### config.mk
export PLATFORM = sky130hd
export DESIGN_NAME = xfer_seq_watch
export DESIGN_NICKNAME = d
export VERILOG_FILES = /design/src/rtl/xsw_pkg.sv /design/src/rtl/xsw_pulse_count.sv /design/src/rtl/xsw_phase_fsm.sv /design/src/rtl/xsw_viol_flag.sv /design/src/rtl/xfer_seq_watch.sv
export SDC_FILE = /design/constraint.sdc
export NUM_CORES = 1
export LEC_CHECK = 0
export BUFFER_PORTS_ARGS = -buffer_cell sky130_fd_sc_hd__buf_2
export CELL_PAD_IN_SITES_DETAIL_PLACEMENT = 0
export CELL_PAD_IN_SITES_GLOBAL_PLACEMENT = 1
export CORE_MARGIN = 1
export CORE_UTILIZATION = 42
export DETAILED_ROUTE_END_ITERATION = 16
export GPL_TIMING_DRIVEN = 0
export PLACE_DENSITY_LB_ADDON = 0.12
export SLEW_MARGIN = 20
export SYNTH_ARGS = -nofsm -noshare
export SYNTH_HDL_FRONTEND = slang
export SYNTH_SLANG_ARGS = --single-unit
### constraint.sdc
create_clock -name clk -period 2.4 [get_ports clk]
set_clock_uncertainty 0.2 [all_clocks]
set_input_delay 0.12 -clock clk [delete_from_list [all_inputs] [get_ports clk]]
set_output_delay 0.12 -clock clk [all_outputs]
set_load 0.01 [all_outputs]
### src/rtl/xsw_pkg.sv
package xsw_pkg;
  typedef enum logic [1:0] {
    PH_IDLE = 2'd0,
    PH_TAKE = 2'd1,
    PH_GIVE = 2'd2
  } phase_e;
endpackage

### src/rtl/xsw_pulse_count.sv
module xsw_pulse_count #(
  parameter int LIMIT = 8
) (
  input  logic clk,
  input  logic rst_n,
  input  logic clr_i,
  input  logic inc_i,
  output logic last_o
);
  localparam int W = $clog2(LIMIT + 1);

  logic [W-1:0] cnt_q;

  assign last_o = inc_i && (cnt_q == W'(LIMIT - 1));

  always_ff @(posedge clk or negedge rst_n) begin
    if (!rst_n)       cnt_q <= '0;
    else if (clr_i)   cnt_q <= '0;
    else if (last_o)  cnt_q <= '0;
    else if (inc_i)   cnt_q <= cnt_q + W'(1);
  end

  // the running count never reaches the limit itself
  assert_count_below_limit_R3: assert property (@(posedge clk) disable iff (!rst_n)
    cnt_q < W'(LIMIT));
endmodule

### src/rtl/xsw_phase_fsm.sv
module xsw_phase_fsm
  import xsw_pkg::*;
(
  input  logic       clk,
  input  logic       rst_n,
  input  logic       begin_i,
  input  logic       take_i,
  input  logic       abort_i,
  input  logic       give_i,
  input  logic       finish_i,
  input  logic       take_last_i,
  input  logic       give_last_i,
  output logic       take_clr_o,
  output logic       take_inc_o,
  output logic       give_clr_o,
  output logic       give_inc_o,
  output logic       viol_o,
  output logic [1:0] phase_o
);
  phase_e state_q, state_d;

  always_comb begin
    take_clr_o = (state_q != PH_TAKE);
    take_inc_o = (state_q == PH_TAKE) && take_i && !abort_i;
    give_clr_o = (state_q != PH_GIVE);
    give_inc_o = (state_q == PH_GIVE) && give_i && !finish_i;
    viol_o     = (state_q == PH_GIVE) && finish_i;
  end

  always_comb begin
    state_d = state_q;
    unique case (state_q)
      PH_IDLE: if (begin_i) state_d = PH_TAKE;
      PH_TAKE: begin
        if (abort_i)          state_d = PH_IDLE;
        else if (take_last_i) state_d = PH_GIVE;
      end
      PH_GIVE: begin
        if (finish_i)         state_d = PH_IDLE;
        else if (give_last_i) state_d = PH_IDLE;
      end
      default: state_d = PH_IDLE;
    endcase
  end

  always_ff @(posedge clk or negedge rst_n) begin
    if (!rst_n) state_q <= PH_IDLE;
    else        state_q <= state_d;
  end

  assign phase_o = state_q;

  // only the three defined phase codes appear
  assert_phase_legal_R2: assert property (@(posedge clk) disable iff (!rst_n)
    phase_o != 2'd3);
endmodule

### src/rtl/xsw_viol_flag.sv
module xsw_viol_flag (
  input  logic clk,
  input  logic rst_n,
  input  logic viol_i,
  output logic pulse_o,
  output logic sticky_o
);
  always_ff @(posedge clk or negedge rst_n) begin
    if (!rst_n) begin
      pulse_o  <= 1'b0;
      sticky_o <= 1'b0;
    end else begin
      pulse_o  <= viol_i;
      sticky_o <= sticky_o | viol_i;
    end
  end

  assert_sticky_keeps_R7: assert property (@(posedge clk) disable iff (!rst_n)
    sticky_o |=> sticky_o);
  assert_pulse_sets_sticky_R7: assert property (@(posedge clk) disable iff (!rst_n)
    pulse_o |-> sticky_o);
  assert_pulse_once_R7: assert property (@(posedge clk) disable iff (!rst_n)
    pulse_o |=> !pulse_o);
endmodule

### src/rtl/xfer_seq_watch.sv
module xfer_seq_watch
  import xsw_pkg::*;
#(
  parameter int XFER_COUNT = 8
) (
  input  logic       clk,
  input  logic       rst_n,
  input  logic       begin_i,
  input  logic       take_i,
  input  logic       abort_i,
  input  logic       give_i,
  input  logic       finish_i,
  output logic       viol_sticky_o,
  output logic       viol_pulse_o,
  output logic [1:0] phase_o
);
  localparam int NCNT = 2;

  logic [NCNT-1:0] cnt_clr, cnt_inc, cnt_last;
  logic            viol;

  xsw_phase_fsm u_fsm (
    .clk        (clk),
    .rst_n      (rst_n),
    .begin_i    (begin_i),
    .take_i     (take_i),
    .abort_i    (abort_i),
    .give_i     (give_i),
    .finish_i   (finish_i),
    .take_last_i(cnt_last[0]),
    .give_last_i(cnt_last[1]),
    .take_clr_o (cnt_clr[0]),
    .take_inc_o (cnt_inc[0]),
    .give_clr_o (cnt_clr[1]),
    .give_inc_o (cnt_inc[1]),
    .viol_o     (viol),
    .phase_o    (phase_o)
  );

  for (genvar k = 0; k < NCNT; k++) begin : g_cnt
    xsw_pulse_count #(.LIMIT(XFER_COUNT)) u_cnt (
      .clk   (clk),
      .rst_n (rst_n),
      .clr_i (cnt_clr[k]),
      .inc_i (cnt_inc[k]),
      .last_o(cnt_last[k])
    );
  end

  xsw_viol_flag u_flag (
    .clk     (clk),
    .rst_n   (rst_n),
    .viol_i  (viol),
    .pulse_o (viol_pulse_o),
    .sticky_o(viol_sticky_o)
  );

  assert_abort_quiet_R4: assert property (@(posedge clk) disable iff (!rst_n)
    (phase_o == PH_TAKE && abort_i) |=> (phase_o == PH_IDLE && !viol_pulse_o));
  assert_early_finish_flags_R5: assert property (@(posedge clk) disable iff (!rst_n)
    (phase_o == PH_GIVE && finish_i) |=> viol_pulse_o);
  assert_violation_idle_R7: assert property (@(posedge clk) disable iff (!rst_n)
    viol_pulse_o |-> (phase_o == PH_IDLE));
  assert_begin_ignored_R8: assert property (@(posedge clk) disable iff (!rst_n)
    (phase_o == PH_TAKE && begin_i && !take_i && !abort_i) |=> (phase_o == PH_TAKE));
endmodule

======== After elaboration in Yosys (flattened, before gate mapping) ========
Cells that the tools add are included.
word-level totals
  register bits ........................... 12
  input port bits ......................... 7
  output and inout port bits .............. 4
  word-level logic and storage cells ...... 42
cells by class
  add/sub/neg operators ................... 2
  equal/unequal tests ..................... 9
  mux-type cells .......................... 12
  bitwise gates (word level) .............. 1
  reductions and logical operators ........ 13
operators with widths
  kind                                                                      count
  4-bit two-way mux                                                         6
  2-bit two-way mux                                                         5
  4-bit by 1-bit adder with 4-bit output (second input constant)            2
  4-bit by 3-bit equality test with 1-bit output (second input constant)    2
  1-bit logical AND                                                         7
  3-bit by 2-bit inequality test with 1-bit output (second input constant)  2
  2-bit case mux with 3 select lines                                        1
  3-bit nonzero test                                                        2
  2-bit inequality test (second input constant)                             2
  3-bit AND reduction                                                       1
  2-bit by 1-bit equality test with 1-bit output (second input constant)    1
  2-bit equality test (second input constant)                               1
  1-bit logical NOT                                                         2
  2-bit logical NOT                                                         1
  2-bit by 1-bit inequality test with 1-bit output (second input constant)  1
  1-bit bitwise OR                                                          1

======== Logic depth before layout (Yosys ltp) ========
Gate-level depths: netlist of the first run.
  depth in word-level cells ............... 7
  gate-level depth with buffers ........... 4

======== By module ========
Synthesis of the first run repeated with hierarchy kept, for this count alone.
unflattened totals
  cells, all modules ...................... 51
  area, all modules ....................... 675.6 µm²
by module, submodules not included
  module           instances  cells an instance  area each (µm²)
  xsw_pulse_count  2          18                 240.2
  xsw_phase_fsm    1          12                 138.9
  xsw_viol_flag    1          3                  56.3

======== Worst setup path after synthesis of the first run ========
No wires, ideal clock.
  path type ............................... reg-to-reg
  start ................................... reg g_cnt[0].u_cnt.cnt_q[0]
  end ..................................... reg g_cnt[0].u_cnt.cnt_q[0]
  arrival ................................. 1.276 ns
  required time ........................... 2.122 ns
  path slack .............................. 0.846 ns
  stages on the path, launching flop included .. 5
  clock period less this slack ............ 1.554 ns
  path through ............................ dfrtp_1 > ha_1 > and3b_1 > or3_2 > a21oi_1
on the way
  cells in the longest elaborated chain, start to end .. 4
  elaborated cells on any way between the ends .. 7
RTL lines
  element                                                                                                          RTL line                                      RTL
  start: declaration                                                                                               xsw_pulse_count.sv:12                         logic [W-1:0] cnt_q;
  start signal: assignment                                                                                         xsw_pulse_count.sv:20                         else if (inc_i) cnt_q <= cnt_q + W'(1);
  4-bit by 1-bit adder with 4-bit output / 4-bit by 3-bit equality test with 1-bit output (equally long branches)  xsw_pulse_count.sv:20, xsw_pulse_count.sv:14
  4-bit two-way mux / 1-bit logical AND (equally long branches)                                                    xsw_pulse_count.sv:20, xsw_pulse_count.sv:14
  4-bit two-way mux                                                                                                xsw_pulse_count.sv:19                         else if (last_o) cnt_q <= '0;
  4-bit two-way mux                                                                                                xsw_pulse_count.sv:18                         else if (clr_i) cnt_q <= '0;
Several ways; a longest one is shown, not always the timed one. The select of a mux whose other input is x is not followed.
A chain may end at the register's enable or synchronous reset.

======== Worst setup path after layout of the first run ========
  start ................................... reg g_cnt[1].u_cnt.cnt_q[0]
  end ..................................... reg u_fsm.state_q[1], in the netlist u_fsm.phase_o[1]
on the way
  cells in the longest elaborated chain, start to end .. 4
RTL lines
  element                                                     RTL line               RTL
  start: declaration                                          xsw_pulse_count.sv:12
  start signal: assignment                                    xsw_pulse_count.sv:20
  4-bit by 3-bit equality test with 1-bit output              xsw_pulse_count.sv:14  assign last_o = inc_i && (cnt_q == W'(LIMIT - 1));
  1-bit logical AND                                           xsw_pulse_count.sv:14
  3-bit by 2-bit inequality test with 1-bit output (no line)  n/a
  3-bit AND reduction (no line)                               n/a
  end signal: assignment                                      xsw_phase_fsm.sv:48    else state_q <= state_d;
  end: declaration                                            xsw_phase_fsm.sv:20    phase_e state_q, state_d;
Every way passes these cells.

==> impl_metrics.csv, run 1 <==
group,metric,value,unit
sta,finalHoldViolations,0,
run,drv_cap,0,
worst_setup_path,critPathCaptureType,"flip-flop",
worst_setup_path,crit_start,"g_cnt[1].u_cnt.cnt_q[0]$_DFFE_PN0P_",
synth,synth_top_area_share,51.4,%
status,status,"complete, no violations",
clocking,cts_inserted_buffers,3,
floorplanning,coreArea,0.00130,mm^2
sta,fmax,487,MHz
sta,tightest_slew,0.261,ns
global_routing,grt_use_met1,23.0,%
sta,fin_hold_ws,0.0557,ns
global_routing,grt_max_degree,13,
synth,synth.area.top_cells,"dfrtp_1 (51%), nand2b_4 (4.7%), a21oi_1 (4.3%), ha_1 (4.3%), nor2_1 (3.9%)",
synth,ys_seq_area_share,51.4,%
global_routing,grt_pass1_wl,1.76,mm
worst_setup_path,crit_type,"flip-flop to flip-flop",
floorplanning,die_area,0.00154,mm^2
sta,setup_viol,0,
power,switchingPower,0.0912,mW
clocking,path_clk_slew,0.07,ns
synth,yosys_warnings,0,
power,power_frac_clock,37.4,%
sta,fin_tns_setup,0,ns
synth,yosysTopAreaCell,"dfrtp_1",
sta,fin_crit_sh,85.6,%
clocking,root_buffer,"clkbuf_4",
synth,yosysUniqueCellTypes,22,
global_routing,grtUsageTotal,18.1,%
hold_path,hp-class,"input pin to asynchronous set/reset pin",
synth,synth_common_cells,"dfrtp_1 (12), nor2_1 (6), a21oi_1 (5), nand2_1 (5)",
sta,drv_slew,0,
synth,netlist_instances,55,
synth,synth_seq_cells,12,
routing,via_per_inst,5.01,
global_routing,grt-ovfl-total,0,
synth,synth_area,584,um^2
placement,dp_hpwl,724,um
routing,num_vias,456,
clocking,cts_tree,"done",
layout,synthToLayoutAreaGrowth,30.0,%
worst_setup_path,worstPathRequired,2.40,ns
synth,synth-main-ff-cell,"dfrtp_1",
worst_setup_path,worstPathArrival,2.06,ns
floorplanning,rows,13,
clocking,clkLatencyLatePin,0.27,ns
sta,relSlewSlack,82.6,%
power,p_per_area,548,mW/mm^2
worst_setup_path,r2r_start,"g_cnt[1].u_cnt.cnt_q[0]$_DFFE_PN0P_",
layout,final_core_util,58.4,%
routing,ant_nets,0,
routing,firstDrtPassIters,2,
synth,synth_most_common_cell,"dfrtp_1",
routing,drt_iter0_drc,2,
floorplanning,ioPinCount,11,
layout,fillers,126,
layout,drive_gt1_share,25.0,%
power,p_comb_share,11.4,%
layout,fin_nets,86,
clocking,clock_sinks,12,
placement,io_buffers,10,
global_routing,busiest_layer,"met2",
synth,synth_nets,64,
power,power.internal,0.325,mW
clocking,clock_path_buffers,2,
placement,globalplace.congestion,0.662,
power,pwr-share-seq,51.1,%
synth,synth_edf_count,0,
power,leakage,0.372,nW
layout,n_antenna_cell,0,
routing,wl,1.03,mm
global_routing,met2_usage,25.8,%
floorplanning,start_util,44.9,%
synth,async_flop_share,100,%
global_routing,grt_antenna_before_repair,0,
clocking,htree_num_levels,1,
routing,drc_errors,0,
power,switching_share,21.9,%
power,ir_drop,306,uV
floorplanning,die_x,39.3,um
worst_setup_path,crit_fanout,4,
global_routing,use_met3,5.11,%
global_routing,grt_pass1_vias,427,
sta,final.min_clock_period,2.05,ns
floorplanning,die-height,39.3,um
routing,wl_per_cell,11.3,um
worst_setup_path,start_kind,"flip-flop",
synth,synth_area_per_cell,10.6,um^2
sta,rsz0062_at_grt,"false",
## layer usage
metal | vias up | share of wire, %
li1 | 235 | -
met4 | 0 | 1.8
met1 | 208 | 50
met2 | 9 | 45
met5 | - | 0
met3 | 4 | 3.0
## what timing repair did
action                    4_1_cts  5_1_grt
setup buffers                   0        0
resized for setup               0        0
hold buffers                    7        0
hold endpoints to repair       18        0
## critical path, cell delays in order (launching register included)
cell and delay [ns]:
dfrtp_1 0.41, ha_1 0.24, and3b_1 0.20, a211o_1 0.31, o31ai_1 0.06, dlygate4sd3_1 0.57
## final cells by class
type,count,area [um^2],area share [%]
flip-flops and latches,12,300,39.5
multi-input cells,42,280,36.9
repair buffers,17,120,15.8
clock buffers,4,36.3,4.78
well taps,15,18.8,2.47
inverters,1,3.75,0.494
## power groups by stage
stage / logic, mW / registers [mW] / clock network [mW]
after detailed placement: 0.0411 / 0.217 / 0
after CTS: 0.0484 / 0.213 / 0.164
after global routing: 0.0547 / 0.214 / 0.176
after global placement: 0.0410 / 0.217 / 0
final: 0.0475 / 0.213 / 0.156
after floorplan: 0.0202 / 0.218 / 0
## final timing paths
path,endpoint,slack (ns),cells past startpoint
setup reg to reg,u_fsm.phase_o[1]$_DFFE_PN0P_,0.35,5
hold / removal,g_cnt[0].u_cnt.cnt_q[1]$_DFFE_PN0P_,0.06,2
hold reg to reg,u_flag.sticky_o$_DFF_PN0_,0.26,1
min in group clk,u_flag.sticky_o$_DFF_PN0_,0.26,1
setup / recovery,u_fsm.phase_o[1]$_DFFE_PN0P_,0.35,5
max in group asynchronous,u_fsm.phase_o[0]$_DFFE_PN0P_,1.73,2
## registers in the layout (all words and copies together) (netlist names)
signal	flops
u_flag.sticky_o	1
u_flag.pulse_o	1
g_cnt.u_cnt.cnt_q	8
u_fsm.phase_o	2
## cell families after synthesis
family          share of synthesized area [%]
buf+inv                                 0.642
fa+ha+maj                                4.28
mux                                      1.71
flops                                    51.4
compound gates                           10.3
xor+xnor                                 3.00
simple gates                             28.7
## metrics by stage
stage	cells	power (mW)	worst slack (ns)	cell area [um^2]
floorplan	55	0.239	0.846	584
global placement	80	0.258	0.770	653
global route	91	0.445	0.255	759
finish	91	0.416	0.347	759
CTS	91	0.425	0.334	759
detailed placement	80	0.258	0.775	653
## cells in the final DEF, fill, tap and decap left out, types with 2 or more instances in the layout
cell	Yosys	routed
dfrtp_1	12	12
a21oi_1	5	5
and3b_1	2	2
buf_2	0	10
nand2b_4	2	2
o21ai_0	2	2
nand3_1	2	2
nand3b_1	2	2
nand2b_1	2	2
dlygate4sd3_1	0	7
nand2_1	5	5
xor2_1	2	2
clkbuf_4	0	3
ha_1	2	2
nor2_1	6	6
or4_1	2	2
Power figures use the tool's default switching activity.
==> inputs of run 2 (changes only) <==
--- a/config.mk
+++ b/config.mk
@@ -5,11 +5,12 @@
 export SDC_FILE = /design/constraint.sdc
 export NUM_CORES = 1
 export LEC_CHECK = 0
+export ABC_AREA = 1
 export BUFFER_PORTS_ARGS = -buffer_cell sky130_fd_sc_hd__buf_2
 export CELL_PAD_IN_SITES_DETAIL_PLACEMENT = 0
 export CELL_PAD_IN_SITES_GLOBAL_PLACEMENT = 1
 export CORE_MARGIN = 1
-export CORE_UTILIZATION = 42
+export CORE_UTILIZATION = 40
 export DETAILED_ROUTE_END_ITERATION = 16
 export GPL_TIMING_DRIVEN = 0
 export PLACE_DENSITY_LB_ADDON = 0.12
==> impl_metrics.csv, run 2 <==
group,metric,value,unit
layout,final_core_util,52.5,%
power,p_per_area,724,mW/mm^2
global_routing,grt-ovfl-total,0,
routing,via_per_inst,4.63,
synth,yosys_warnings,0,
layout,drive_gt1_share,17.4,%
routing,wl_per_cell,9.70,um
sta,finalHoldViolations,0,
synth,synth_edf_count,0,
run,drv_cap,0,
sta,drv_slew,0,
synth,synth_common_cells,"nand2_1 (31), inv_1 (13), dfrtp_1 (12), nor2_1 (10), nand3_1 (7)",
floorplanning,ioPinCount,11,
clocking,cts_resized,0,
placement,globalplace.congestion,0.811,
worst_setup_path,worstPathRequired,2.36,ns
routing,ant_nets,0,
sta,final.min_clock_period,1.98,ns
worst_setup_path,crit_type,"flip-flop to flip-flop",
floorplanning,die-height,42.4,um
floorplanning,die_area,0.00180,mm^2
placement,dp_hpwl,930,um
synth,ys_seq_area_share,45.9,%
synth,synth_most_common_cell,"nand2_1",
routing,firstDrtPassIters,4,
synth,yosysTopAreaCell,"dfrtp_1",
clocking,clock_sinks,12,
worst_setup_path,crit_fanout,5,
routing,drt_iter0_drc,6,
synth,synth_area_per_cell,7.19,um^2
global_routing,grt_antenna_before_repair,0,
global_routing,grt_max_degree,13,
worst_setup_path,critPathCaptureType,"flip-flop",
layout,fin_nets,119,
layout,final_cell_count_no_fill,125,
sta,setup_viol,0,
placement,io_buffers,10,
clocking,root_buffer,"clkbuf_4",
worst_setup_path,start_kind,"flip-flop",
floorplanning,die_x,42.4,um
floorplanning,rows,14,
synth,synth_seq_cells,12,
sta,rsz0062_at_grt,"false",
placement,dpl_cell_area,724,um^2
clocking,cts_inserted_buffers,3,
synth,synth-main-ff-cell,"dfrtp_1",
routing,drc_errors,0,
clocking,hold_buffers,4,
clocking,htree_num_levels,1,
global_routing,grt_pass1_wl,2.19,mm
sta,tightest_slew,0.280,ns
layout,regMostFlops,"g_cnt.u_cnt.cnt_q",
global_routing,grtUsageTotal,16.5,%
worst_setup_path,rrSetupSlack,0.42,ns
layout,n_antenna_cell,0,
clocking,clock_path_buffers,2,
power,leakage,0.453,nW
clocking,cts_tree,"done",
power,ir_drop,453,uV
synth,yosysUniqueCellTypes,17,
clocking,clkLatencyLatePin,0.27,ns
synth,async_flop_share,100,%
status,status,"complete, no violations",
placement,dp.cells,117,
layout,layout_commonest_cell,"nand2_1",
global_routing,grt_pass1_vias,541,
sta,fmax,505,MHz
clocking,path_clk_slew,0.08,ns
routing,num_vias,579,
synth,netlist_instances,91,
sta,fin_crit_sh,82.6,%
layout,synthToLayoutAreaGrowth,22.4,%
layout,final_cell_mix,"nand2_1 (31), inv_1 (13), dfrtp_1 (12)",
sta,relSlewSlack,81.3,%
hold_path,hp-class,"input pin to flip-flop",
synth,synth_top_area_share,45.9,%
layout,design_area,801,um^2
synth,synth.area.top_cells,"dfrtp_1 (46%), nand2_1 (18%), inv_1 (7.5%), nor2_1 (5.7%), nand3_1 (5.4%)",
synth,synth_nets,100,
floorplanning,coreArea,0.00152,mm^2
power,total_power,0.580,mW
layout,largest_reg_flops,8,
synth,synth_area,654,um^2
layout,fillers,155,
worst_setup_path,worstPathArrival,1.94,ns
routing,wl,1.21,mm
clocking,cts_setup_buffers,0,
sta,fin_tns_setup,0,ns
floorplanning,start_util,42.9,%
-- run 2: worst paths after layout --
path / start / to / depth (start not counted)
max: g_cnt[0].u_cnt.cnt_q[0]$_DFFE_PN0P_ / u_fsm.phase_o[0]$_DFFE_PN0P_ / 7
max in group asynchronous: rst_n / g_cnt[0].u_cnt.cnt_q[0]$_DFFE_PN0P_ / 2
min reg2reg: u_flag.sticky_o$_DFF_PN0_ / u_flag.sticky_o$_DFF_PN0_ / 1
min in group asynchronous: rst_n / g_cnt[0].u_cnt.cnt_q[3]$_DFFE_PN0P_ / 2
min: take_i / g_cnt[0].u_cnt.cnt_q[1]$_DFFE_PN0P_ / 5
max reg2reg: g_cnt[0].u_cnt.cnt_q[0]$_DFFE_PN0P_ / u_fsm.phase_o[0]$_DFFE_PN0P_ / 7
-- run 2: critical path, stage by stage, from the launching register on --
cell and delay (ns):
dfrtp_1 0.42, ha_1 0.18, inv_1 0.05, nor3_1 0.17, nand2_1 0.14, nand2_1 0.09
o21ai_1 0.06, dlygate4sd3_1 0.55
-- run 2: area by class of cell --
cell class | instances | area, um^2 | share of cell area [%]
flip-flops and latches | 12 | 300 | 37.5
multi-input cells | 65 | 302 | 37.7
inverters | 14 | 52.6 | 6.56
repair buffers | 14 | 90.1 | 11.2
well taps | 16 | 20.0 | 2.50
clock buffers | 4 | 36.3 | 4.53
-- run 2: stage by stage --
stage	setup slack [ns]	hold slack [ns]
after CTS	0.434	0.00661
after global routing	0.266	0.0366
after detailed placement	0.979	-0.181
final	0.418	0.00977
after floorplan	1.05	-0.376
after global placement	0.969	-0.180
-- run 2: metal layers --
layer / vias to the layer above / part of all wire, % / track usage [%]
met4: 0 / 0 / 5.63
met3: 0 / 2.3 / 5.17
met1: 254 / 56 / 23.0
li1: 319 / - / -
met2: 6 / 41 / 24.0
met5: - / 0 / 0
-- run 2: cells by family after synthesis --
kind of cell / count (synthesis) / share of synthesized area [%]
adder cells (fa/ha/maj): 2 / 3.82
buffers and inverters: 14 / 8.03
AO/OA/AOI/OAI: 6 / 5.16
AND/OR/NAND/NOR: 57 / 37.1
flip-flops: 12 / 45.9
-- run 2: power by group --
group,switching (mW),internal [mW],total (mW)
Combinational,0.0823,0.0665,0.149
Sequential,0.0375,0.232,0.270
Clock,0.0691,0.0921,0.161
Total,0.189,0.391,0.580
